[src/rtl/asa_pkg.sv]
// Package: shared operation encoding for the sibling search array.
// Assumes: op_kind arrives as a 3-bit field; values 5..7 are unused.
package asa_pkg;
    typedef enum logic [2:0] {
        OP_NXT_IDX = 3'd0,
        OP_PRV_IDX = 3'd1,
        OP_SIB_IDX = 3'd2,
        OP_NXT_VAL = 3'd3,
        OP_PRV_VAL = 3'd4
    } asa_op_e;
endpackage

[src/rtl/asa_slot_bank.sv]
// Module: asa_slot_bank
// Holds NSLOT codes with valid bits, filled in order from slot 0.
// Assumes: loads past the last slot are dropped; clear wins over load.
module asa_slot_bank #(
    parameter int NSLOT = 8,
    parameter int CW    = 16
) (
    input  logic                clk,
    input  logic                rst_n,
    input  logic                ld_clear,
    input  logic                ld_valid,
    input  logic [CW-1:0]       ld_code,
    output logic [NSLOT*CW-1:0] slot_code,
    output logic [NSLOT-1:0]    slot_vld
);
    localparam int PW = $clog2(NSLOT + 1);

    logic [PW-1:0] fill_ptr;
    logic          can_load;

    assign can_load = ld_valid && !ld_clear && (fill_ptr < PW'(NSLOT));

    // Advance the fill pointer on each accepted load, rewind on clear.
    always_ff @(posedge clk) begin
        if (!rst_n || ld_clear) begin
            fill_ptr <= '0;
        end else if (can_load) begin
            fill_ptr <= fill_ptr + PW'(1);
        end
    end

    for (genvar j = 0; j < NSLOT; j++) begin : g_slot
        logic [CW-1:0] code_q;
        logic          vld_q;

        // Capture the code when this slot is the one being filled.
        always_ff @(posedge clk) begin
            if (can_load && fill_ptr == PW'(j)) begin
                code_q <= ld_code;
            end
        end

        // Track occupancy of this slot.
        always_ff @(posedge clk) begin
            if (!rst_n || ld_clear) begin
                vld_q <= 1'b0;
            end else if (can_load && fill_ptr == PW'(j)) begin
                vld_q <= 1'b1;
            end
        end

        assign slot_code[j*CW +: CW] = code_q;
        assign slot_vld[j]           = vld_q;
    end
endmodule

[src/rtl/asa_match.sv]
// Module: asa_match
// Broadcast compare: every slot tests itself against the reference code
// in parallel and registers right/left candidate bits and its last digit.
// Assumes: codes are a nonzero prefix followed by zeros. Pad slots
// (NSLOT..P2-1) never match.
module asa_match #(
    parameter int NSLOT = 8,
    parameter int NDIG  = 4,
    parameter int DIGW  = 4,
    parameter int P2    = 8
) (
    input  logic                   clk,
    input  logic                   rst_n,
    input  logic                   op_valid,
    input  logic [NDIG*DIGW-1:0]   op_ref,
    input  logic [NSLOT*NDIG*DIGW-1:0] slot_code,
    input  logic [NSLOT-1:0]       slot_vld,
    output logic [P2-1:0]          nxt_hit,
    output logic [P2-1:0]          prv_hit,
    output logic [P2*DIGW-1:0]     hit_dig
);
    localparam int CW = NDIG * DIGW;

    int               ref_pos;
    logic             ref_deep;
    logic [DIGW-1:0]  ref_dig;

    // Locate the deepest nonzero digit of the reference.
    always_comb begin
        ref_pos  = 0;
        ref_deep = 1'b0;
        ref_dig  = '0;
        for (int k = 0; k < NDIG; k++) begin
            if (op_ref[CW-1-k*DIGW -: DIGW] != '0) begin
                ref_pos  = k;
                ref_deep = 1'b1;
                ref_dig  = op_ref[CW-1-k*DIGW -: DIGW];
            end
        end
    end

    for (genvar j = 0; j < P2; j++) begin : g_cmp
        if (j < NSLOT) begin : g_real
            logic [CW-1:0]   sc;
            logic            same_rest;
            logic [DIGW-1:0] sd;
            logic            nxt_q, prv_q;
            logic [DIGW-1:0] dig_q;

            assign sc = slot_code[j*CW +: CW];

            // Compare every digit except the last one and pick out the last.
            always_comb begin
                same_rest = 1'b1;
                sd        = '0;
                for (int k = 0; k < NDIG; k++) begin
                    if (k == ref_pos) begin
                        sd = sc[CW-1-k*DIGW -: DIGW];
                    end else if (sc[CW-1-k*DIGW -: DIGW] != op_ref[CW-1-k*DIGW -: DIGW]) begin
                        same_rest = 1'b0;
                    end
                end
            end

            // Register the candidate decision for the reduction trees.
            always_ff @(posedge clk) begin
                if (!rst_n) begin
                    nxt_q <= 1'b0;
                    prv_q <= 1'b0;
                    dig_q <= '0;
                end else begin
                    nxt_q <= op_valid && slot_vld[j] && ref_deep && same_rest && (sd > ref_dig);
                    prv_q <= op_valid && slot_vld[j] && ref_deep && same_rest &&
                             (sd < ref_dig) && (sd != '0);
                    dig_q <= sd;
                end
            end

            assign nxt_hit[j]              = nxt_q;
            assign prv_hit[j]              = prv_q;
            assign hit_dig[j*DIGW +: DIGW] = dig_q;
        end else begin : g_pad
            assign nxt_hit[j]              = 1'b0;
            assign prv_hit[j]              = 1'b0;
            assign hit_dig[j*DIGW +: DIGW] = '0;
        end
    end
endmodule

[src/rtl/asa_reduce.sv]
// Module: asa_reduce
// Pipelined binary tree choosing the hit leaf with the smallest
// (MAXSEL=0) or largest (MAXSEL=1) digit; a tie goes to the lower leaf.
// One register per tree level, so the latency is LVL cycles.
// Assumes: P2 = 2**LVL leaves, IW = max(1, LVL).
module asa_reduce #(
    parameter int P2     = 8,
    parameter int LVL    = 3,
    parameter int DIGW   = 4,
    parameter int IW     = 3,
    parameter bit MAXSEL = 1'b0
) (
    input  logic              clk,
    input  logic              rst_n,
    input  logic [P2-1:0]     leaf_hit,
    input  logic [P2*DIGW-1:0] leaf_dig,
    output logic              root_hit,
    output logic [DIGW-1:0]   root_dig,
    output logic [IW-1:0]     root_idx
);
    if (LVL == 0) begin : g_flat
        assign root_hit = leaf_hit[0];
        assign root_dig = leaf_dig[DIGW-1:0];
        assign root_idx = '0;
    end else begin : g_tree
        localparam int NN = P2 - 1;
        logic [NN-1:0]      n_hit;
        logic [NN*DIGW-1:0] n_dig;
        logic [NN*IW-1:0]   n_idx;

        for (genvar i = 0; i < NN; i++) begin : g_node
            localparam int C0 = 2*i + 1;
            localparam int C1 = 2*i + 2;
            logic            a_h, b_h, take_a;
            logic [DIGW-1:0] a_d, b_d;
            logic [IW-1:0]   a_i, b_i;
            logic            h_q;
            logic [DIGW-1:0] d_q;
            logic [IW-1:0]   i_q;

            if (C0 >= NN) begin : g_leaves
                assign a_h = leaf_hit[C0-NN];
                assign a_d = leaf_dig[(C0-NN)*DIGW +: DIGW];
                assign a_i = IW'(C0-NN);
                assign b_h = leaf_hit[C1-NN];
                assign b_d = leaf_dig[(C1-NN)*DIGW +: DIGW];
                assign b_i = IW'(C1-NN);
            end else begin : g_inner
                assign a_h = n_hit[C0];
                assign a_d = n_dig[C0*DIGW +: DIGW];
                assign a_i = n_idx[C0*IW +: IW];
                assign b_h = n_hit[C1];
                assign b_d = n_dig[C1*DIGW +: DIGW];
                assign b_i = n_idx[C1*IW +: IW];
            end

            if (MAXSEL) begin : g_max
                assign take_a = a_h && (!b_h || a_d >= b_d);
            end else begin : g_min
                assign take_a = a_h && (!b_h || a_d <= b_d);
            end

            // Register the winner of this pair for the next level up.
            always_ff @(posedge clk) begin
                if (!rst_n) begin
                    h_q <= 1'b0;
                    d_q <= '0;
                    i_q <= '0;
                end else begin
                    h_q <= a_h || b_h;
                    d_q <= take_a ? a_d : b_d;
                    i_q <= take_a ? a_i : b_i;
                end
            end

            assign n_hit[i]              = h_q;
            assign n_dig[i*DIGW +: DIGW] = d_q;
            assign n_idx[i*IW +: IW]     = i_q;
        end

        assign root_hit = n_hit[0];
        assign root_dig = n_dig[DIGW-1:0];
        assign root_idx = n_idx[IW-1:0];
    end
endmodule

[src/rtl/asa_sibling_search.sv]
// Module: asa_sibling_search (top)
// Table of tree-node codes searched for the nearest right/left sibling of
// a broadcast reference. Fixed latency of $clog2(NSLOT)+1 cycles, one
// query per cycle.
// Assumes: codes are well formed (nonzero prefix, then zeros).
module asa_sibling_search #(
    parameter int NSLOT = 8,
    parameter int NDIG  = 4,
    parameter int DIGW  = 4
) (
    input  logic                 clk,
    input  logic                 rst_n,
    input  logic                 ld_clear,
    input  logic                 ld_valid,
    input  logic [NDIG*DIGW-1:0] ld_code,
    input  logic                 op_valid,
    input  logic [2:0]           op_kind,
    input  logic [NDIG*DIGW-1:0] op_ref,
    output logic                 res_valid,
    output logic [NSLOT-1:0]     res_flags,
    output logic [NDIG*DIGW-1:0] res_code,
    output logic                 res_found
);
    import asa_pkg::*;

    localparam int CW  = NDIG * DIGW;
    localparam int LVL = $clog2(NSLOT);
    localparam int P2  = 1 << LVL;
    localparam int IW  = (LVL == 0) ? 1 : LVL;

    logic [NSLOT*CW-1:0] slot_code;
    logic [NSLOT-1:0]    slot_vld;
    logic [P2-1:0]       nxt_hit, prv_hit;
    logic [P2*DIGW-1:0]  hit_dig;
    logic                nx_h, pv_h;
    logic [DIGW-1:0]     nx_d, pv_d;
    logic [IW-1:0]       nx_i, pv_i;
    logic [NSLOT-1:0]    nx_mask, pv_mask;

    logic                pipe_v [LVL+1];
    logic [2:0]          pipe_k [LVL+1];
    logic [CW-1:0]       pipe_r [LVL+1];

    asa_slot_bank #(.NSLOT(NSLOT), .CW(CW)) u_bank (
        .clk      (clk),
        .rst_n    (rst_n),
        .ld_clear (ld_clear),
        .ld_valid (ld_valid),
        .ld_code  (ld_code),
        .slot_code(slot_code),
        .slot_vld (slot_vld)
    );

    asa_match #(.NSLOT(NSLOT), .NDIG(NDIG), .DIGW(DIGW), .P2(P2)) u_match (
        .clk      (clk),
        .rst_n    (rst_n),
        .op_valid (op_valid),
        .op_ref   (op_ref),
        .slot_code(slot_code),
        .slot_vld (slot_vld),
        .nxt_hit  (nxt_hit),
        .prv_hit  (prv_hit),
        .hit_dig  (hit_dig)
    );

    asa_reduce #(.P2(P2), .LVL(LVL), .DIGW(DIGW), .IW(IW), .MAXSEL(1'b0)) u_min (
        .clk     (clk),
        .rst_n   (rst_n),
        .leaf_hit(nxt_hit),
        .leaf_dig(hit_dig),
        .root_hit(nx_h),
        .root_dig(nx_d),
        .root_idx(nx_i)
    );

    asa_reduce #(.P2(P2), .LVL(LVL), .DIGW(DIGW), .IW(IW), .MAXSEL(1'b1)) u_max (
        .clk     (clk),
        .rst_n   (rst_n),
        .leaf_hit(prv_hit),
        .leaf_dig(hit_dig),
        .root_hit(pv_h),
        .root_dig(pv_d),
        .root_idx(pv_i)
    );

    // Carry the query kind and reference alongside the compare/reduce stages.
    always_ff @(posedge clk) begin
        if (!rst_n) begin
            for (int l = 0; l <= LVL; l++) begin
                pipe_v[l] <= 1'b0;
                pipe_k[l] <= '0;
                pipe_r[l] <= '0;
            end
        end else begin
            pipe_v[0] <= op_valid;
            pipe_k[0] <= op_kind;
            pipe_r[0] <= op_ref;
            for (int l = 1; l <= LVL; l++) begin
                pipe_v[l] <= pipe_v[l-1];
                pipe_k[l] <= pipe_k[l-1];
                pipe_r[l] <= pipe_r[l-1];
            end
        end
    end

    for (genvar j = 0; j < NSLOT; j++) begin : g_mask
        assign nx_mask[j] = nx_h && (nx_i == IW'(j));
        assign pv_mask[j] = pv_h && (pv_i == IW'(j));
    end

    // Rebuild a full code from the reference with its last digit replaced.
    function automatic logic [CW-1:0] swap_last(input logic [CW-1:0] r,
                                                input logic [DIGW-1:0] d);
        int pos;
        logic [CW-1:0] o;
        pos = 0;
        for (int k = 0; k < NDIG; k++) begin
            if (r[CW-1-k*DIGW -: DIGW] != '0) pos = k;
        end
        o = r;
        for (int k = 0; k < NDIG; k++) begin
            if (k == pos) o[CW-1-k*DIGW -: DIGW] = d;
        end
        return o;
    endfunction

    // Form the result for the query leaving the pipeline; idle means zeros.
    always_ff @(posedge clk) begin
        if (!rst_n) begin
            res_valid <= 1'b0;
            res_flags <= '0;
            res_code  <= '0;
            res_found <= 1'b0;
        end else begin
            res_valid <= pipe_v[LVL];
            res_flags <= '0;
            res_code  <= '0;
            res_found <= 1'b0;
            if (pipe_v[LVL]) begin
                case (pipe_k[LVL])
                    OP_NXT_IDX: begin
                        res_flags <= nx_mask;
                        res_found <= nx_h;
                    end
                    OP_PRV_IDX: begin
                        res_flags <= pv_mask;
                        res_found <= pv_h;
                    end
                    OP_SIB_IDX: begin
                        res_flags <= nx_mask | pv_mask;
                        res_found <= nx_h | pv_h;
                    end
                    OP_NXT_VAL: begin
                        res_code  <= nx_h ? swap_last(pipe_r[LVL], nx_d) : '0;
                        res_found <= nx_h;
                    end
                    OP_PRV_VAL: begin
                        res_code  <= pv_h ? swap_last(pipe_r[LVL], pv_d) : '0;
                        res_found <= pv_h;
                    end
                    default: ;
                endcase
            end
        end
    end
endmodule

[config.mk]
export PLATFORM = sky130hd
export DESIGN_NAME = asa_sibling_search
export DESIGN_NICKNAME = d
export VERILOG_FILES = /design/src/rtl/asa_pkg.sv /design/src/rtl/asa_slot_bank.sv /design/src/rtl/asa_match.sv /design/src/rtl/asa_reduce.sv /design/src/rtl/asa_sibling_search.sv
export SDC_FILE = /design/constraint.sdc
export NUM_CORES = 1
export LEC_CHECK = 0
export BUFFER_PORTS_ARGS = -buffer_cell sky130_fd_sc_hd__buf_4
export CORE_UTILIZATION = 45
export CTS_CLUSTER_SIZE = 24
export DETAILED_ROUTE_END_ITERATION = 7
export HOLD_SLACK_MARGIN = 0.02
export PLACE_DENSITY_LB_ADDON = 0.05
export SLEW_MARGIN = 10
export SYNTH_ARGS = -nofsm -noshare
export SYNTH_HDL_FRONTEND = slang
export SYNTH_HIERARCHICAL = 1
export SYNTH_SLANG_ARGS = --single-unit
[constraint.sdc]
create_clock -name clk -period 5.9 [get_ports clk]
set_input_delay 0.59 -clock clk [delete_from_list [all_inputs] [get_ports clk]]
set_output_delay 0.59 -clock clk [all_outputs]
set_load 0.01 [all_outputs]
After elaboration in Yosys (flattened, before gate mapping)
Memories as Yosys holds them, arrays and structs flattened.
Cells that the tools add are included.
- div/mod/pow operators: 0
- bitwise operators: 14
- shifts and indexed selects: 0
- mux-type cells: 171
- reduce and logical (&&, ||, !) cells: 158
- multipliers: 0
- add/sub/neg operators: 1
- magnitude comparators: 31
- eq/ne operators: 66
- operators with widths (kind ; number):
    $mux 32 ; 8
    $mux 4 ; 58
    $eq 3x32->1 const A ; 4
    $ne 4x4->1 ; 32
    $logic_not 32->1 ; 3
    $mux 16 ; 6
    $logic_and 1x1->1 ; 88
    $mux 1 ; 84
    $eq 2x32->1 const A ; 2
    $reduce_bool 4->1 ; 15
    $gt 4x4->1 ; 8
    $lt 4x4->1 ; 8
    $pmux 16 s2 ; 1
    $mux 3 ; 10
    $logic_or 1x1->1 ; 29
    $ge 4x4->1 ; 7
    $le 4x4->1 ; 7
    $eq 3x3->1 const B ; 9
    $pmux 8 s3 ; 1
    $eq 3x2->1 const B ; 6
    $eq 4x3->1 const B ; 4
    $logic_not 1->1 ; 16
    $or 1x1->1 ; 13
    $eq 3x1->1 const B ; 3
    other kinds (13) ; 19
- bits in read-only memories: 0
- input port bits: 40
- bits in registers: 326
- output and inout bits: 26
- memory bits (writable): 80
- bits in latches: 0
- memories kept: 3
- word-level logic and storage cells: 531
- memories (name ; words ; bits a word ; rd ports ; clocked after Yosys merged registers in ; write ports ; RTL line ; text):
    pipe_r ; 4 ; 16 ; 4 ; 0 ; 4 ; asa_sibling_search.sv:42 ; logic [CW-1:0] pipe_r [LVL+1];
    pipe_k ; 4 ; 3 ; 4 ; 0 ; 4 ; asa_sibling_search.sv:41 ; logic [2:0] pipe_k [LVL+1];
    pipe_v ; 4 ; 1 ; 4 ; 0 ; 4 ; asa_sibling_search.sv:40 ; logic pipe_v [LVL+1];

Longest topological paths before layout
- depth in word-level cells: 15
- gate-level depth with buffers: 14
- mapped depth without buffers: 11

Hierarchy
The synthesis kept the hierarchy.
- by module, submodules not included (module ; area each (um2) ; seq. area each (um2) ; times used ; cells an instance):
    asa_match ; 4977.3 ; 960.9 ; 1 ; 572
    asa_slot_bank ; 4460.5 ; 4083.9 ; 1 ; 195
    asa_sibling_search ; 3211.8 ; 2122.0 ; 1 ; 289
    asa_reduce at u_min ; 2509.9 ; 960.9 ; 1 ; 272
    asa_reduce at u_max ; 2441.1 ; 960.9 ; 1 ; 281

Worst setup path before layout
No wires, ideal clock.
- path type: input port to flip-flop
- start: input op_ref[1]
- end: register u_match.g_cmp[6].g_real.prv_q
- buffers on the path: 3
- path slack: 2.463 ns
- required time: 5.812 ns
- library setup time: 0.088 ns
- stages: 12
- arrival: 3.349 ns
- cells stage by stage: or4_1 > clkbuf_1 > clkbuf_1 > buf_1 > nor2_1 > a211oi_1 > ha_1 > nor2b_1 > o21a_1 > o21ai_0 > nand2b_1 > a311oi_2
- longest elaborated chain between the ends: 13
- elaborated cells on any way between the ends: 26
- classes of those cells: order compare (1); eq/ne (4); mux (14); reduce/logical (7)
- RTL lines (what ; RTL line ; text):
    from (decl) ; asa_sibling_search.sv:18 ; input logic [NDIG*DIGW-1:0] op_ref,
    $reduce_bool 4->1 ; asa_match.sv:34 ; if (op_ref[CW-1-k*DIGW -: DIGW] != '0) begin
    $mux 2 ; asa_match.sv:34 ;
    $logic_not 32->1 ; asa_match.sv:57 ; if (k == ref_pos) begin
    $mux 1 ; asa_match.sv:57 ;
    $mux 1 ; asa_match.sv:59 ; end else if (sc[CW-1-k*DIGW -: DIGW] != op_ref[CW-1-k*DIGW -: DIGW]) begin
    $mux 1 ; asa_match.sv:57 ;
    $mux 1 ; asa_match.sv:59 ;
    $mux 1 ; asa_match.sv:57 ;
    $mux 1 ; asa_match.sv:59 ;
    $mux 1 ; asa_match.sv:57 ;
    $logic_and 1x1->1 (2 in a row) ; asa_match.sv:73 ; prv_q <= op_valid && slot_vld[j] && ref_deep && same_rest &&
    $logic_and 1x1->1 (*) ; asa_match.sv:74 ; (sd < ref_dig) && (sd != '0);
    to (signal assigned) ; asa_match.sv:73 ;
    to (decl) ; asa_match.sv:47 ; logic nxt_q, prv_q;
Every way passes the cells marked *; elsewhere a longest branch is shown, timed or not.
A chain may end at the register's enable or synchronous reset.

Worst setup path after layout
- start: input op_ref[9]
- end: register u_match.g_cmp[4].g_real.prv_q
- longest elaborated chain between the ends: 15
- elaborated cells on any way between the ends: 32
- classes of those cells: order compare (1); eq/ne (4); mux (20); reduce/logical (7)
- RTL lines (what ; RTL line):
    $reduce_bool 4->1 ; asa_match.sv:34
    $mux 1 ; asa_match.sv:34
    $mux 2 (2 in a row) ; asa_match.sv:34
    $logic_not 32->1 ; asa_match.sv:57
    $mux 1 ; asa_match.sv:57
    $mux 1 ; asa_match.sv:59
    $mux 1 ; asa_match.sv:57
    $mux 1 ; asa_match.sv:59
    $mux 1 ; asa_match.sv:57
    $mux 1 ; asa_match.sv:59
    $mux 1 ; asa_match.sv:57
    $logic_and 1x1->1 (2 in a row) ; asa_match.sv:73
    $logic_and 1x1->1 (*) ; asa_match.sv:74
    to (signal assigned) ; asa_match.sv:73
    to (decl) ; asa_match.sv:47
Marks and branches as above.

==> run metrics <==
status complete, no violations; CP peak stage delay about 0.94 ns; minimum clock period between 3 and 4 ns; synth top area cells dfxtp_1, edfxtp_1, ha_1; CTS buffer count 41; critical path endpoint category flip-flop; fraction of layout cells with a size suffix above 1 12.9%; DRC 0; Cells after Synth between 1500 and 2000; Final Cell Area 0.0197 mm²; Root Buffer clkbuf_16; global-route wire length before repair 69.8 mm; Hold Path Origin op_kind[2]; Reg clk slew, reported paths 0.06 ns; Logic pwr share 6.2%; Reg2Reg Depth 9; sequential-to-total area share from yosys stat between 50% and 60%; largest net degree at the start of global routing 84; Initial Utilization 45.5%; GRT Util Overall between 20% and 30%; #FFs+latches synth 390; core area about 0.039 mm²; gr ovfl total 0; final setup vio count 0; Clk Latency, worst-skew pair 0.56 ns; gpl congestion 0.953; Hold Path Class in -> reg; worst setup path startpoint op_ref[9]; Sum Neg Setup Slack 0 ns; Post-Place Cell Area 0.0183 mm²; CTS tree built; unique cell type count in the Yosys netlist 72; Hold Crit Depth 2; Max Cap Violations 0; Synth Warn # 6; Async SR Flop Fraction 0%; cell area after synthesis around 0.018 mm²; Sw Ratio 22.6%; period utilisation layout 59.9%; n_diodes 0; Yosys top cell area share 29.8%; most frequent CP cell buf_4; num ports 66; Avg Vias per Cell 5.48; Clk pwr share 44.6%; Die Ht 200 µm; register area 0.00909 mm²; Setup CP Type in -> reg; number of flops mapped to enable cells by yosys 128; Multi-input gate area 0.00770 mm²; final hold violations 0; peak supply drop approximately 250 µV; Buffers & Inverters on Critical Path 2; RSZ-0062 raised after global routing no; Clock Sinks 390; Int Power roughly 4.5 mW; syn avg cell area 10.9 µm²; area growth from synthesis to layout 11.8%; CTS hold repair buffers 0; Leak 7.42 nW; FP Rows 72; # nets final 1761; Crit path max-delay family compound AO/OA/AOI/OAI gates; Post-CTS Setup Inserts 0; power density cells around 300 mW/mm²; Synth Flop Type dfxtp_1; Iter 0 DRT Violations 1081; CTS Buffer Depth 3; worst clock skew 0.0198 ns; slew margin rel. 21.9%; drt total wl 46.6 mm; cell taking the most area after synthesis dfxtp_1; HPWL Detailed 33.7 mm; slowest CP cell a211oi_2; post-CTS resize count 0; worst slew pin tran 1.17 ns; Synth Net Count 1741; crit path cell chain buf_4, or4_1, nor3_4, buf_4, a211oi_2, ha_1, nor2b_1, o21a_1, o21ai_0, nand2b_1, a311oi_2; Crit. path cell count 11; Die Wd 200 µm; vias in the first global route 11500; post-DR wirelength/cell 21.4 µm; Req. time, crit path 6.37 ns; Max Slew Vio Count 0; CP startpoint kind input port; First-pass DRT Iterations 7; NetSw 1.31 mW; Port-buffer cells 65; Flop pwr share 49.3%; H-tree levels 2; critical path data arrival time 4.00 ns; die area 0.0399 mm²; Routed Antenna Nets 0; Vias 11900; Worst R2R Start u_bank/g_slot[4].code_q[9]; Achievable Freq between 0.2 and 0.3 GHz; worst-path maximum fanout 26; initial antenna violation count 0; # fillers 3435
[stage by stage]
stage	power, mW	utilization (%)	hold slack, ns	std cells	setup slack [ns]
3_5_place_dp	3.28	47.4	0.418	2104	1.88
5_1_grt	6.03	50.9	0.213	2180	2.27
3_3_place_gp	3.27	47.4	0.412	2104	1.96
4_1_cts	5.88	50.9	0.200	2180	2.49
2_1_floorplan	3.15	-	0.404	1609	2.46
6_report	5.81	50.9	0.237	2180	2.37
[layer usage]
metal	wire length (µm)	GRT usage [%]
met2	22200	39.5
met1	19700	29.7
met3	2580	4.55
met4	2010	11.3
met5	0	0
[power groups by stage]
stage                     logic, mW  registers [mW]  clock network [mW]
final                         0.360            2.86                2.59
after global routing          0.396            2.87                2.76
after CTS                     0.359            2.86                2.65
after detailed placement      0.357            2.92                   0
after global placement        0.351            2.92                   0
after floorplan               0.247            2.90                   0
[placed cells by master, fill, tap and decap left out, types with 15 or more instances in the layout]
cell type	n
a21oi_1	70
a311oi_1	15
and2_1	111
buf_4	73
clkbuf_16	43
dfxtp_1	262
edfxtp_1	128
ha_1	92
inv_1	82
mux2i_1	33
nand2_1	110
nand2b_1	17
nand3_1	46
nand4_1	39
nor2_1	71
nor2b_1	19
o21a_1	16
o21ai_0	44
o22ai_1	19
o41a_1	16
xnor2_1	98
xor2_1	32
[worst paths after layout]
check | endpoint | slack [ns]
setup / recovery | u_match/g_cmp[4].g_real.prv_q | 2.37
hold / removal | pipe_k[0][2] | 0.24
setup reg to reg | u_match/g_cmp[4].g_real.prv_q | 3.51
hold reg to reg | pipe_r[3][15] | 0.43
[cells in the mapped netlist, types with 10 or more instances]
cell type and n:
o21ai_0 44, buf_4 25, clkbuf_1 44, nand2b_1 17
a311oi_1 15, o211a_1 14, o2bb2ai_2 10, nand3_1 46
mux2i_1 33, nand4_1 39, inv_1 82, o41a_1 16
nor4_1 11, edfxtp_1 128, buf_2 13, nor2_1 71
xnor2_1 98, nor2b_1 19, nand2_1 110, xor2_1 32
o22ai_1 19, o21a_1 16, dfxtp_1 262, and2_1 111
o211ai_1 12, ha_1 92, a21oi_1 70
[area by class of cell]
cell class,count,share of cell area (%)
flip-flops and latches,390,46.2
multi-input cells,1038,39.1
clock buffers,56,5.98
well taps,518,3.29
repair buffers,73,2.79
inverters,85,1.62
clock inverters,20,1.02
[kinds of logic after synthesis]
kind of cell	synth area share [%]
simple gates	15.0
flops	51.6
compound gates	13.7
buf+inv	4.74
xor+xnor	6.47
fa+ha+maj	6.54
mux	1.88
[state kept, by name, summed over array words and instances, names as in the netlist, 6 cells and up]
| signal | cells |
|---|---|
| u_bank/g_slot.code_q | 128 |
| pipe_r | 64 |
| u_match/g_cmp.g_real.dig_q | 32 |
| res_code | 16 |
| pipe_k | 12 |
| u_max/g_tree.g_node.a_d | 12 |
| u_max/g_tree.g_node.b_d | 12 |
| u_min/g_tree.g_node.a_d | 12 |
| u_min/g_tree.g_node.b_d | 12 |
| res_flags | 8 |
| u_bank/g_slot.vld_q | 8 |
| u_match/g_cmp.g_real.nxt_q | 8 |
| u_match/g_cmp.g_real.prv_q | 8 |
| u_max/g_tree.g_node.b_i | 6 |
| u_min/g_tree.g_node.b_i | 6 |
Note: power is estimated with default switching activity, not from simulation.
